### src/rtl/cfg_chain_pkg.sv
package cfg_chain_pkg;

  // Both stages of one configuration bit.
  typedef struct packed {
    logic cap;     // rising-edge stage (parallel value)
    logic launch;  // falling-edge stage (drives next bit)
  } cfg_stage_t;

  // True when the launch stage has caught up with the capture stage.
  function automatic logic stage_aligned(input cfg_stage_t s);
    return s.cap == s.launch;
  endfunction

endpackage

### src/rtl/cfg_capture_ff.sv
module cfg_capture_ff #(
  parameter logic DEF_BIT = 1'b0
) (
  input  logic clk_i,
  input  logic rst_i,
  input  logic d_i,
  output logic q_o
);
  if (DEF_BIT) begin : g_set
    always_ff @(posedge clk_i or posedge rst_i) begin
      if (rst_i) q_o <= 1'b1;
      else       q_o <= d_i;
    end
  end else begin : g_clr
    always_ff @(posedge clk_i or posedge rst_i) begin
      if (rst_i) q_o <= 1'b0;
      else       q_o <= d_i;
    end
  end
endmodule

### src/rtl/cfg_launch_ff.sv
module cfg_launch_ff #(
  parameter logic DEF_BIT = 1'b0
) (
  input  logic clk_i,
  input  logic rst_i,
  input  logic d_i,
  output logic q_o
);
  if (DEF_BIT) begin : g_set
    always_ff @(negedge clk_i or posedge rst_i) begin
      if (rst_i) q_o <= 1'b1;
      else       q_o <= d_i;
    end
  end else begin : g_clr
    always_ff @(negedge clk_i or posedge rst_i) begin
      if (rst_i) q_o <= 1'b0;
      else       q_o <= d_i;
    end
  end
endmodule

### src/rtl/cfg_cell.sv
module cfg_cell
  import cfg_chain_pkg::*;
#(
  parameter logic DEF_BIT = 1'b0
) (
  input  logic       clk_i,
  input  logic       rst_i,
  input  logic       din_i,
  output cfg_stage_t st_o
);
  logic cap_q;
  logic launch_q;
  logic primed_q;  // a rising edge out of reset has occurred

  cfg_capture_ff #(.DEF_BIT(DEF_BIT)) u_cap (
    .clk_i(clk_i), .rst_i(rst_i), .d_i(din_i), .q_o(cap_q)
  );

  cfg_launch_ff #(.DEF_BIT(DEF_BIT)) u_launch (
    .clk_i(clk_i), .rst_i(rst_i), .d_i(cap_q), .q_o(launch_q)
  );

  always_ff @(posedge clk_i or posedge rst_i) begin
    if (rst_i) primed_q <= 1'b0;
    else       primed_q <= 1'b1;
  end

  assign st_o = '{cap: cap_q, launch: launch_q};


  cap_follows_din_chk: assert property (@(posedge clk_i) disable iff (rst_i)
    primed_q |-> (cap_q == $past(din_i)));


  launch_caught_up_chk: assert property (@(posedge clk_i) disable iff (rst_i)
    stage_aligned(st_o));


  cell_default_chk: assert property (@(posedge clk_i)
    rst_i |-> (cap_q == DEF_BIT && launch_q == DEF_BIT));

endmodule

### src/rtl/cfg_daisy_chain.sv
module cfg_daisy_chain
  import cfg_chain_pkg::*;
#(
  parameter int unsigned     N       = 8,
  parameter logic [N-1:0]    DEFAULT = 8'hA6
) (
  input  logic         clk_i,
  input  logic         rst_i,
  input  logic         ser_i,
  output logic         ser_o,
  output logic [N-1:0] cfg_o
);
  localparam int unsigned LAST = N - 1;

  logic [N-1:0] din_w;        // input to each bit's capture stage
  cfg_stage_t   stg_w [N];    // both stages of every bit
  logic         primed_q;

  for (genvar i = 0; i < N; i++) begin : g_bit
    if (i == 0) begin : g_head
      assign din_w[i] = ser_i;
    end else begin : g_link
      assign din_w[i] = stg_w[i-1].launch;
    end

    cfg_cell #(.DEF_BIT(DEFAULT[i])) u_cell (
      .clk_i (clk_i),
      .rst_i (rst_i),
      .din_i (din_w[i]),
      .st_o  (stg_w[i])
    );

    assign cfg_o[i] = stg_w[i].cap;
  end

  assign ser_o = stg_w[LAST].launch;

  always_ff @(posedge clk_i or posedge rst_i) begin
    if (rst_i) primed_q <= 1'b0;
    else       primed_q <= 1'b1;
  end


  head_shift_chk: assert property (@(posedge clk_i) disable iff (rst_i)
    primed_q |-> (cfg_o[0] == $past(ser_i)));

  if (N > 1) begin : g_body_chk

    body_shift_chk: assert property (@(posedge clk_i) disable iff (rst_i)
      primed_q |-> (cfg_o[LAST:1] == $past(cfg_o[LAST-1:0])));
  end


  ser_out_tracks_last_chk: assert property (@(posedge clk_i) disable iff (rst_i)
    ser_o == cfg_o[LAST]);


  word_default_chk: assert property (@(posedge clk_i)
    rst_i |-> (cfg_o == DEFAULT && ser_o == DEFAULT[LAST]));

endmodule

### config.mk
export PLATFORM = sky130hd
export DESIGN_NAME = cfg_daisy_chain
export DESIGN_NICKNAME = d
export VERILOG_FILES = /design/src/rtl/cfg_chain_pkg.sv /design/src/rtl/cfg_capture_ff.sv /design/src/rtl/cfg_launch_ff.sv /design/src/rtl/cfg_cell.sv /design/src/rtl/cfg_daisy_chain.sv
export SDC_FILE = /design/constraint.sdc
export NUM_CORES = 1
export LEC_CHECK = 0
export BUFFER_PORTS_ARGS = -buffer_cell sky130_fd_sc_hd__buf_2
export CORE_AREA = 2 2 39 41
export DETAILED_ROUTE_END_ITERATION = 10
export DIE_AREA = 0 0 41 43
export SYNTH_ARGS = -nofsm -noshare
export SYNTH_HDL_FRONTEND = slang
export SYNTH_SLANG_ARGS = --single-unit
### constraint.sdc
create_clock -name clk_i -period 0.8 [get_ports clk_i]
set_input_delay 0.12 -clock clk_i [delete_from_list [all_inputs] [get_ports clk_i]]
set_output_delay 0.12 -clock clk_i [all_outputs]
set_load 0.02 [all_outputs]
==> out/metrics.cfg <==
[cts]
cts.clk_slew.worst_paths_ns = 0.06
clk_path_buf_depth = 2
cts_tree = done
cts_buffers = 3
clock-root-buffer = clkbuf_4
cts_max_level = 1
clock_latency_ns = 0.35
cts_sinks = 16

[setup_path]
cp_slowest_cell = dfstp_2
crit_fanout = 1
critPathLaunchType = register
cp_num_cells = 1
worstPathCellList = buf_6
reg2reg_depth = 1
cpPeakStageDelay_ns = 0.52
crit_type = reg -> out
cp.arrival_ns = 1.36
crit_family = flip-flops
end_kind = output pin
critPathRequiredTime_ns = 0.68
path_buf_inv = 1

[timing]
worst_pin_slew_ns = 0.2273
final_max_slew_viol_count = 0
relSlewSlack = 0.8480
clock-skew-final_ns = 0.07250
holdWs_ns = 0.1041
worst_slack_ns = -0.6824
rsz0062_at_grt = yes
setup_violations = 24
hold_viol = 0

[floorplanning]
start_util = 0.3454
die_h_um = 43
num_rows = 14
core-area_sq_um = 1384
dieArea_sq_um = 1763
io_pins = 12
die_x_um = 41

[global_routing]
grt_usage = 0.1104
grt-busiest-layer = met2
met1_usage = 0.1268
grt_pass1_vias = 249
grt_max_degree = 11
grt_overflow = 0
grt_use_met2 = 0.1625
grt_antenna_before_repair = 0
met3_usage = 0.08377
grt_first_pass_wirelength_mm = 1.186

[detailed_routing]
drt-initial-drc-count = 0
wl_um = 752
drt-pass1-iter-count = 1
wl_per_cell_um = 12.97
ant_nets = 0
drc = 0
viasPerCell = 3.862
vias = 224

[synth]
synth_area_leaders = dfstp_2 (44%), dfrtn_1 (21%), dfrtp_1 (21%), buf_4 (13%), inv_1 (1.6%)
synth_nets = 29
synth_top_area_share = 0.4398
syn_inst = 26
synth_cell_types = 5
syn_area_sq_um = 478.0
ys_seq_elements = 16
synth.avg_cell_area_sq_um = 18.38
synth_top_cell_by_area = dfstp_2
ys_warn_count = 0
ys_seq_area_frac = 0.8586

[final_layout]
diodes = 0
final_util = 0.4837
num-multi-input-gates = 0
multi_input_area_sq_um = 0
syn_to_final_growth_pct = 40.05
fin_nets = 46
drive_gt1_frac = 0.6190
fin_cells = 58

[hold_path]
hp-class = in -> async

[power]
p_leak_uw = 0.0003213
vdd.ir_drop.worst_mv = 1.072
p_per_area_nw_per_um2 = 2417

[place]
port_buffers = 11
place_ws_ns = -0.3690
gp_congestion = 0.6518
dp.cells = 46
hpwl_um = 450.2

[flow_run]
maxCapViolCount = 0

[outcome]
violations = setup timing
status = complete, but fails checks

## sequential cells by signal (all words and copies together) (netlist names)
signal,flops
g_bit.u_cell.u_cap.q_o,8
g_bit.u_cell.u_launch.q_o,8
## final timing paths
path	from	endpoint	slack [ns]
max in group asynchronous	rst_i	g_bit[1].u_cell.u_cap.q_o	0.09
min in group clk_i	ser_i	g_bit[0].u_cell.u_cap.q_o	0.48
worst max register to register	g_bit[7].u_cell.u_cap.q_o	g_bit[7].u_cell.u_launch.q_o	-0.25
worst min-delay path	rst_i	g_bit[3].u_cell.u_launch.q_o	0.10
worst min register to register	g_bit[3].u_cell.u_cap.q_o	g_bit[3].u_cell.u_launch.q_o	0.68
worst max-delay path	g_bit[7].u_cell.u_launch.q_o	ser_o	-0.68
## cells by family after synthesis
kind of cell / Yosys count / synth area share
buffers and inverters: 10 / 0.1414
DFF: 16 / 0.8587
## routing by layer
| layer | wire (um) | part of all wire |
|---|---|---|
| met5 | 0 | 0 |
| met1 | 318 | 0.42 |
| met2 | 369 | 0.49 |
| met4 | 0 | 0 |
| met3 | 64 | 0.085 |
## power breakdown
part           total [uW]  switching [uW]  internal, uW  leakage [uW]
logic                 136            61.0          75.2      0.000102
registers             894            24.4           869      0.000177
clock network         588             285           303     0.0000423
## cells in the final DEF, fill, tap and decap left out
cell,n
clkbuf_8,1
inv_1,5
buf_12,1
dfrtp_1,4
dfstp_2,8
buf_6,11
dfrtn_1,4
buf_2,2
clkbuf_4,3
dlygate4sd3_1,3
## Yosys cell counts
cell type and n:
buf_4 8, dfrtn_1 4, dfrtp_1 4, dfstp_2 8, inv_1 2
## layout make-up
type                    instances  area (sq um)
fillers                       125         714.4
flip-flops and latches         16         410.4
repair buffers                 17         183.9
clock buffers                   4         36.28
well taps                      16         20.02
clock inverters                 4         15.01
inverters                       1         3.754
## stage by stage
stage          TNS, ns  total power, uW  cell area [sq um]
3_3_place_gp    -2.075             1019              513.0
6_report        -4.612             1618              669.4
3_5_place_dp    -2.196             1024              513.0
2_1_floorplan   -1.894             1005              478.0
5_1_grt         -5.224             1721              669.4
4_1_cts         -4.801             1643              669.4
## repair_timing
item	CTS	global route
setup buffers	2	0
hold buffers	3	0
hold endpoints to repair	5	0
resized for setup	20	0
setup endpoints to repair	24	24
## worst min-delay path, cell delays in order
cell,delay [ns]
buf_2,0.09
inv_1,0.08
buf_12,0.13
No activity file was read; power rests on OpenSTA's default activity.
